### config.mk
export PLATFORM = sky130hd
export DESIGN_NAME = shc_ctrl_handshake
export DESIGN_NICKNAME = d
export VERILOG_FILES = /design/src/rtl/shc_pkg.sv /design/src/rtl/shc_cfg_regs.sv /design/src/rtl/shc_ready_seq.sv /design/src/rtl/shc_shdn_seq.sv /design/src/rtl/shc_wait_timer.sv /design/src/rtl/shc_ctrl_handshake.sv
export SDC_FILE = /design/constraint.sdc
export NUM_CORES = 1
export LEC_CHECK = 0
export BUFFER_PORTS_ARGS = -buffer_cell sky130_fd_sc_hd__buf_2
export CAP_MARGIN = 30
export CORE_UTILIZATION = 40
export DETAILED_ROUTE_END_ITERATION = 16
export PLACE_DENSITY = 0.72
export SYNTH_ARGS = -nofsm -noshare
export SYNTH_HDL_FRONTEND = slang
export SYNTH_HIERARCHICAL = 1
export SYNTH_SLANG_ARGS = --single-unit
export TNS_END_PERCENT = 100
### constraint.sdc
create_clock -name clk -period 1.95 [get_ports clk]
set_input_delay 0.0975 -clock clk [delete_from_list [all_inputs] [get_ports clk]]
set_output_delay 0.0975 -clock clk [all_outputs]
set_load 0.005 [all_outputs]
### src/rtl/shc_pkg.sv
// Package: shared encodings and register layout for the enable/shutdown
// handshake block. Assumes a byte-offset register space.
package shc_pkg;

    // Shutdown request codes held in the configuration register.
    typedef enum logic [1:0] {
        SHN_NONE   = 2'd0,
        SHN_NORMAL = 2'd1,
        SHN_ABRUPT = 2'd2,
        SHN_RSVD   = 2'd3
    } shn_e;

    // Shutdown progress codes reported in the status register.
    typedef enum logic [1:0] {
        SST_NORMAL = 2'd0,
        SST_BUSY   = 2'd1,
        SST_DONE   = 2'd2,
        SST_RSVD   = 2'd3
    } sst_e;

    localparam int CFG_OFS     = 'h14;
    localparam int STS_OFS     = 'h1C;
    localparam int EN_BIT      = 0;
    localparam int SHN_LO      = 14;
    localparam int SHN_HI      = 15;
    localparam int RDY_BIT     = 0;
    localparam int SST_LO      = 2;
    localparam int SST_HI      = 3;

endpackage

### src/rtl/shc_cfg_regs.sv
// Configuration register: captures the enable bit and the shutdown request
// on a write to the configuration offset. Assumes DATA_W >= 16.
module shc_cfg_regs
    import shc_pkg::*;
#(
    parameter int ADDR_W = 12,
    parameter int DATA_W = 32
) (
    input  logic              clk,
    input  logic              rst_n,
    input  logic              wr,
    input  logic [ADDR_W-1:0] addr,
    input  logic [DATA_W-1:0] wdata,
    output logic              en,
    output shn_e              shn
);

    logic hit;
    logic unused_wbits;

    assign hit          = wr && (addr == ADDR_W'(CFG_OFS));
    assign unused_wbits = ^{wdata[DATA_W-1:SHN_HI+1], wdata[SHN_LO-1:EN_BIT+1]};

    // Capture the host's enable and shutdown request fields.
    always_ff @(posedge clk) begin
        if (!rst_n) begin
            en  <= 1'b0;
            shn <= SHN_NONE;
        end else if (hit) begin
            en  <= wdata[EN_BIT];
            shn <= shn_e'(wdata[SHN_HI:SHN_LO]);
        end
    end

endmodule

### src/rtl/shc_ready_seq.sv
// Ready sequencer: moves the ready flag towards the enable bit after DLY
// cycles. A rise also needs no shutdown request and engine ok high. A fall
// needs only the delay. Assumes DLY >= 1.
module shc_ready_seq
    import shc_pkg::*;
#(
    parameter int DLY = 4
) (
    input  logic clk,
    input  logic rst_n,
    input  logic en,
    input  shn_e shn,
    input  logic eng_ok,
    output logic rdy,
    output logic pend
);

    localparam int CW = $clog2(DLY + 1);

    logic [CW-1:0] cnt;
    logic          up_req;
    logic          dn_req;
    logic          dly_met;

    assign up_req  = !rdy && en && (shn == SHN_NONE);
    assign dn_req  = rdy && !en;
    assign pend    = up_req || dn_req;
    assign dly_met = (cnt == CW'(DLY - 1));

    // Count pending cycles and toggle ready once the delay is met.
    always_ff @(posedge clk) begin
        if (!rst_n) begin
            rdy <= 1'b0;
            cnt <= '0;
        end else if (!pend) begin
            cnt <= '0;
        end else if (dly_met && (dn_req || eng_ok)) begin
            rdy <= !rdy;
            cnt <= '0;
        end else if (!dly_met) begin
            cnt <= cnt + 1'b1;
        end
    end

endmodule

### src/rtl/shc_shdn_seq.sv
// Shutdown sequencer: steps the progress field normal -> busy -> done for a
// normal request, or straight to done for an abrupt one. A cleared request
// returns it to normal. Assumes DLY >= 1.
module shc_shdn_seq
    import shc_pkg::*;
#(
    parameter int DLY = 6
) (
    input  logic clk,
    input  logic rst_n,
    input  shn_e shn,
    input  logic eng_ok,
    output sst_e sst,
    output logic pend
);

    localparam int CW = $clog2(DLY + 1);

    logic [CW-1:0] cnt;
    logic          dly_met;

    assign pend    = (sst == SST_BUSY);
    assign dly_met = (cnt == CW'(DLY - 1));

    // Advance the shutdown progress field and its busy-time counter.
    always_ff @(posedge clk) begin
        if (!rst_n) begin
            sst <= SST_NORMAL;
            cnt <= '0;
        end else begin
            case (sst)
                SST_NORMAL: begin
                    cnt <= '0;
                    if (shn == SHN_NORMAL)      sst <= SST_BUSY;
                    else if (shn == SHN_ABRUPT) sst <= SST_DONE;
                end
                SST_BUSY: begin
                    if (shn == SHN_ABRUPT)        sst <= SST_DONE;
                    else if (dly_met && eng_ok)   sst <= SST_DONE;
                    else if (!dly_met)            cnt <= cnt + 1'b1;
                end
                SST_DONE: begin
                    cnt <= '0;
                    if (shn == SHN_NONE) sst <= SST_NORMAL;
                end
                default: begin
                    sst <= SST_NORMAL;
                    cnt <= '0;
                end
            endcase
        end
    end

endmodule

### src/rtl/shc_wait_timer.sv
// Wait timer: counts consecutive pending cycles. It pulses expire for one
// cycle in the BUDGET-th pending cycle and stays quiet until pending drops.
// Assumes BUDGET >= 1.
module shc_wait_timer #(
    parameter int BUDGET = 16
) (
    input  logic clk,
    input  logic rst_n,
    input  logic pend,
    output logic expire
);

    localparam int CW = $clog2(BUDGET + 1);

    logic [CW-1:0] cnt;

    assign expire = pend && (cnt == CW'(BUDGET - 1));

    // Saturating count of the cycles the request has been outstanding.
    always_ff @(posedge clk) begin
        if (!rst_n || !pend) begin
            cnt <= '0;
        end else if (cnt != CW'(BUDGET)) begin
            cnt <= cnt + 1'b1;
        end
    end

endmodule

### src/rtl/shc_ctrl_handshake.sv
// Top: register decode and status for the enable/shutdown handshake.
// Reads are combinational from bus_addr. Writes land on the clock edge.
// The timeout output merges the two wait timers, the second with a budget
// of SHDN_TMO_MULT times the first.
module shc_ctrl_handshake
    import shc_pkg::*;
#(
    parameter int ADDR_W        = 12,
    parameter int DATA_W        = 32,
    parameter int RDY_DLY       = 4,
    parameter int SHDN_DLY      = 6,
    parameter int TMO_CYC       = 16,
    parameter int SHDN_TMO_MULT = 5
) (
    input  logic              clk,
    input  logic              rst_n,
    input  logic              bus_wr,
    input  logic [ADDR_W-1:0] bus_addr,
    input  logic [DATA_W-1:0] bus_wdata,
    output logic [DATA_W-1:0] bus_rdata,
    input  logic              eng_ok,
    output logic              ready_o,
    output logic [1:0]        sst_o,
    output logic              tmo_o
);

    localparam int NTMR = 2;

    logic            cfg_en;
    shn_e            cfg_shn;
    logic            rdy;
    logic            rdy_pend;
    sst_e            sst;
    logic            sst_pend;
    logic [NTMR-1:0] pend_v;
    logic [NTMR-1:0] exp_v;

    shc_cfg_regs #(.ADDR_W(ADDR_W), .DATA_W(DATA_W)) i_cfg (
        .clk   (clk),
        .rst_n (rst_n),
        .wr    (bus_wr),
        .addr  (bus_addr),
        .wdata (bus_wdata),
        .en    (cfg_en),
        .shn   (cfg_shn)
    );

    shc_ready_seq #(.DLY(RDY_DLY)) i_rdy (
        .clk    (clk),
        .rst_n  (rst_n),
        .en     (cfg_en),
        .shn    (cfg_shn),
        .eng_ok (eng_ok),
        .rdy    (rdy),
        .pend   (rdy_pend)
    );

    shc_shdn_seq #(.DLY(SHDN_DLY)) i_shdn (
        .clk    (clk),
        .rst_n  (rst_n),
        .shn    (cfg_shn),
        .eng_ok (eng_ok),
        .sst    (sst),
        .pend   (sst_pend)
    );

    assign pend_v = {sst_pend, rdy_pend};

    // One timer per handshake, budget chosen by index.
    for (genvar g = 0; g < NTMR; g++) begin : g_tmr
        localparam int BUD = (g == 0) ? TMO_CYC : SHDN_TMO_MULT * TMO_CYC;
        shc_wait_timer #(.BUDGET(BUD)) i_tmr (
            .clk    (clk),
            .rst_n  (rst_n),
            .pend   (pend_v[g]),
            .expire (exp_v[g])
        );
    end

    assign tmo_o   = |exp_v;
    assign ready_o = rdy;
    assign sst_o   = sst;

    // Read mux: place fields at their bit positions for the addressed register.
    always_comb begin
        bus_rdata = '0;
        if (bus_addr == ADDR_W'(CFG_OFS)) begin
            bus_rdata[EN_BIT]        = cfg_en;
            bus_rdata[SHN_HI:SHN_LO] = cfg_shn;
        end else if (bus_addr == ADDR_W'(STS_OFS)) begin
            bus_rdata[RDY_BIT]       = rdy;
            bus_rdata[SST_HI:SST_LO] = sst;
        end
    end

endmodule

==> run_results.csv <==
group,metric,value,unit
cts,cts_buffer_depth,2,
cts,postCtsSetupBuffers,0,
placement,place_hpwl,2080,µm
synth,syn_avg_cell_area,8.70,µm²
routing,postRouteWirelength,2610,µm
outcome,outcome,"finished, final reports clean",
cts,cts.sink_count,24,
setup_path,arrival,1.72,ns
setup_path,cp_top_family,"simple AND/OR/NAND/NOR gates",
cells_and_area,area.growth.synth_to_final,8.35,%
grt,grt_pass1_wl,4320,µm
synth,synth-seq-area-share,0.297,
floorplanning,die-width,65.6,µm
grt,grt_max_degree,16,
grt,antenna_violations_before_repair,0,
setup_path,timing.setup.critical_path_class,"register to output pin",
grt,grt_remaining_overflow,0,
routing,drt-pass1-iter-count,4,
cts,cts-hold-fix-buffers,0,
setup_path,cp_data_required_time,1.85,ns
sta,final_hold_viol_count,0,
floorplanning,effective_utilization_at_floorplan,0.429,
cts,cts_root_buf,"sky130_fd_sc_hd__clkbuf_8",
routing,num_vias,1251,
worst_hold_path,holdCritPathClass,"primary input to register",
sta,finalSetupViolations,0,
setup_path,critical_path.endpoint_type,"output pin",
routing,antenna_left,0,
setup_path,worstSetupStartpointType,"register",
sta,timing.clock.skew,0.00256,ns
sta,setup_total_negative_slack,0,ns
setup_path,timing.critical_path.slowest_stage_cell,"sky130_fd_sc_hd__dfxtp_1",
cts,post_cts_resized,0,
cts,cts.htree.levels,1,
power_and_ir_drop,static_leakage,0.709,nW
synth,asr_flop_ratio_synth,0,
synth,synth.ff_latch_count,24,
synth,synth_ff_type,"sky130_fd_sc_hd__dfxtp_1",
cts,cts_inserted_buffers,3,
flow_run,timing.max_cap.violations,0,
floorplanning,die_height,65.6,µm
cts,clock_insertion_delay_worst_skew,0.27,ns
synth,yosys_warnings,6,
floorplanning,core-area,0.00377,mm²
sta,grt_setup_unrepaired,"no",
sta,postLayoutSetupSlackWorst,0.135,ns
grt,global_route_usage_over_all_layers,0.129,
routing,drc,0,
power_and_ir_drop,pwr_density_cell,505,mW/mm²
setup_path,timing.critical_path.buf_inv,2,
sta,clock.fmax,0.551,GHz
sta,final_period_minus_worst_setup_slack,1.82,ns
cells_and_area,final_layout_size_suffix_gt1_frac,0.220,
cts,tritoncts_clock_tree,"yes",
routing,drt_first_iter_violations,21,
grt,number_of_global_route_vias_before_repair,1051,
setup_path,critical_path.max_stage_delay,0.39,ns
sta,final.period_utilization,0.931,
placement,routabilityCongestion,0.744,
floorplanning,std_cell_rows,22,
synth,netlist-cell-type-count,42,
synth,mappedNetlistArea,0.00162,mm²
placement,buffer_ports.inserted,27,
routing,post_drt_wl_per_cell,9.97,µm
routing,viasPerCell,4.77,
placement,dp_worst_setup_slack,0.416,ns
power_and_ir_drop,peak_supply_drop,351,µV
sta,maxSlewViolCount,0,
setup_path,timing.critical_path.cells,"and2b_1, a21oi_2, inv_1, and2_1, or2_2, buf_2",
setup_path,reg2reg_slack,0.59,ns
floorplanning,design.die.area,0.00430,mm²
cells_and_area,final_util,0.465,
setup_path,worstPathMaxFanout,5,
cells_and_area,layout.nets,275,
synth,syn_inst,186,
cells_and_area,antenna-diode-count,0,
cts,cts.clk_slew.worst_paths,0.08,ns
floorplanning,pin_count,84,
synth,synth_edf_count,0,
report_power, final:
part	leakage (nW)	switching (mW)	internal, mW
clock	0.0288	0.161	0.181
combinational	0.487	0.0324	0.0224
sequential	0.193	0.0000132	0.489
total	0.709	0.193	0.693
worst register-to-register path: stages, from the launching register on:
cell and delay (ns):
sky130_fd_sc_hd__dfxtp_1 0.40, sky130_fd_sc_hd__ha_1 0.21, sky130_fd_sc_hd__nand3_1 0.16, sky130_fd_sc_hd__or3_1 0.38, sky130_fd_sc_hd__a21oi_1 0.14
through the flow:
| step | hold slack (ns) | total power [mW] | cell area (µm²) | cells |
|---|---|---|---|---|
| after floorplan | 0.230 | 0.566 | 1720 | 212 |
| after global placement | 0.347 | 0.555 | 1700 | 258 |
| after detailed placement | 0.356 | 0.555 | 1700 | 258 |
| after CTS | 0.0616 | 0.895 | 1750 | 262 |
| after global routing | 0.0813 | 0.921 | 1750 | 262 |
| final | 0.0667 | 0.886 | 1750 | 262 |
registers in the layout, indices dropped and copies added (netlist names):
register         count
g_tmr.i_tmr/cnt     12
i_rdy/cnt            3
i_cfg/en             1
i_shdn/sst           2
i_cfg/shn            2
i_shdn/cnt           3
i_rdy/rdy            1
cells in the mapped netlist, types with 2 or more instances:
| master | instances | share of area |
|---|---|---|
| sky130_fd_sc_hd__inv_1 | 14 | 0.032 |
| sky130_fd_sc_hd__mux2i_1 | 6 | 0.037 |
| sky130_fd_sc_hd__buf_4 | 27 | 0.13 |
| sky130_fd_sc_hd__o21ai_0 | 4 | 0.012 |
| sky130_fd_sc_hd__nor3b_1 | 3 | 0.014 |
| sky130_fd_sc_hd__xnor2_1 | 4 | 0.022 |
| sky130_fd_sc_hd__or3_1 | 3 | 0.012 |
| sky130_fd_sc_hd__dfxtp_1 | 24 | 0.30 |
| sky130_fd_sc_hd__nand2_1 | 14 | 0.032 |
| sky130_fd_sc_hd__nand2b_1 | 4 | 0.015 |
| sky130_fd_sc_hd__ha_1 | 12 | 0.093 |
| sky130_fd_sc_hd__nor4b_2 | 2 | 0.019 |
| sky130_fd_sc_hd__a21oi_1 | 7 | 0.022 |
| sky130_fd_sc_hd__nor4_1 | 6 | 0.023 |
| sky130_fd_sc_hd__xor2_1 | 4 | 0.022 |
| sky130_fd_sc_hd__nand3_1 | 5 | 0.015 |
| sky130_fd_sc_hd__or4b_4 | 2 | 0.017 |
| sky130_fd_sc_hd__nor3_1 | 10 | 0.031 |
| sky130_fd_sc_hd__nor2_1 | 11 | 0.026 |
| sky130_fd_sc_hd__and4bb_2 | 2 | 0.015 |
cells in the final DEF (no fill, tap or decap), types with 2 or more instances in the layout:
cell type,n
sky130_fd_sc_hd__nor3_1,10
sky130_fd_sc_hd__ha_1,12
sky130_fd_sc_hd__a21oi_1,7
sky130_fd_sc_hd__inv_1,14
sky130_fd_sc_hd__mux2i_1,6
sky130_fd_sc_hd__clkbuf_8,4
sky130_fd_sc_hd__or3_1,3
sky130_fd_sc_hd__nand3_1,5
sky130_fd_sc_hd__nor4_1,6
sky130_fd_sc_hd__nor4b_2,2
sky130_fd_sc_hd__buf_2,27
sky130_fd_sc_hd__o21ai_0,4
sky130_fd_sc_hd__nor2_1,11
sky130_fd_sc_hd__conb_1,27
sky130_fd_sc_hd__xor2_1,4
sky130_fd_sc_hd__nor3b_1,3
sky130_fd_sc_hd__nand2b_1,4
sky130_fd_sc_hd__or4b_4,2
sky130_fd_sc_hd__dfxtp_1,24
sky130_fd_sc_hd__nand2_1,14
sky130_fd_sc_hd__and4bb_2,2
sky130_fd_sc_hd__xnor2_1,4
final timing paths:
kind	cells after the start	to	from
max	6	tmo_o	i_rdy/rdy
min reg2reg	2	g_tmr[1].i_tmr/cnt[6]	g_tmr[1].i_tmr/cnt[6]
max reg2reg	4	g_tmr[1].i_tmr/cnt[6]	g_tmr[1].i_tmr/cnt[1]
min	3	i_cfg/shn[1]	bus_wdata[15]
final cells by class:
cell class | instances | area, µm²
Timing Repair Buffer | 27 | 135
Tap cell | 48 | 60.1
Multi-Input combinational cell | 145 | 970
Fill cell | 368 | 2020
Inverter | 14 | 52.6
Sequential cell | 24 | 480
Clock buffer | 4 | 55.1
cell families (layout without fill, tap and decap cells):
| logic type | after synthesis | after routing | synth area share |
|---|---|---|---|
| compound gates | 18 | 18 | 0.0750 |
| xor+xnor | 8 | 8 | 0.0433 |
| fa+ha+maj | 12 | 12 | 0.0928 |
| buf+inv | 43 | 45 | 0.164 |
| flops | 24 | 24 | 0.297 |
| mux | 6 | 6 | 0.0371 |
| other cells | 1 | 27 | 0.00232 |
| simple gates | 74 | 74 | 0.288 |
per-layer routing:
layer,up-vias,GRT usage,share of wire
li1,644,-,-
met1,566,0.155,0.47
met2,36,0.214,0.48
met3,5,0.0208,0.028
met4,0,0.0734,0.022
met5,-,0,0
No activity file was read; power rests on OpenSTA's default activity.
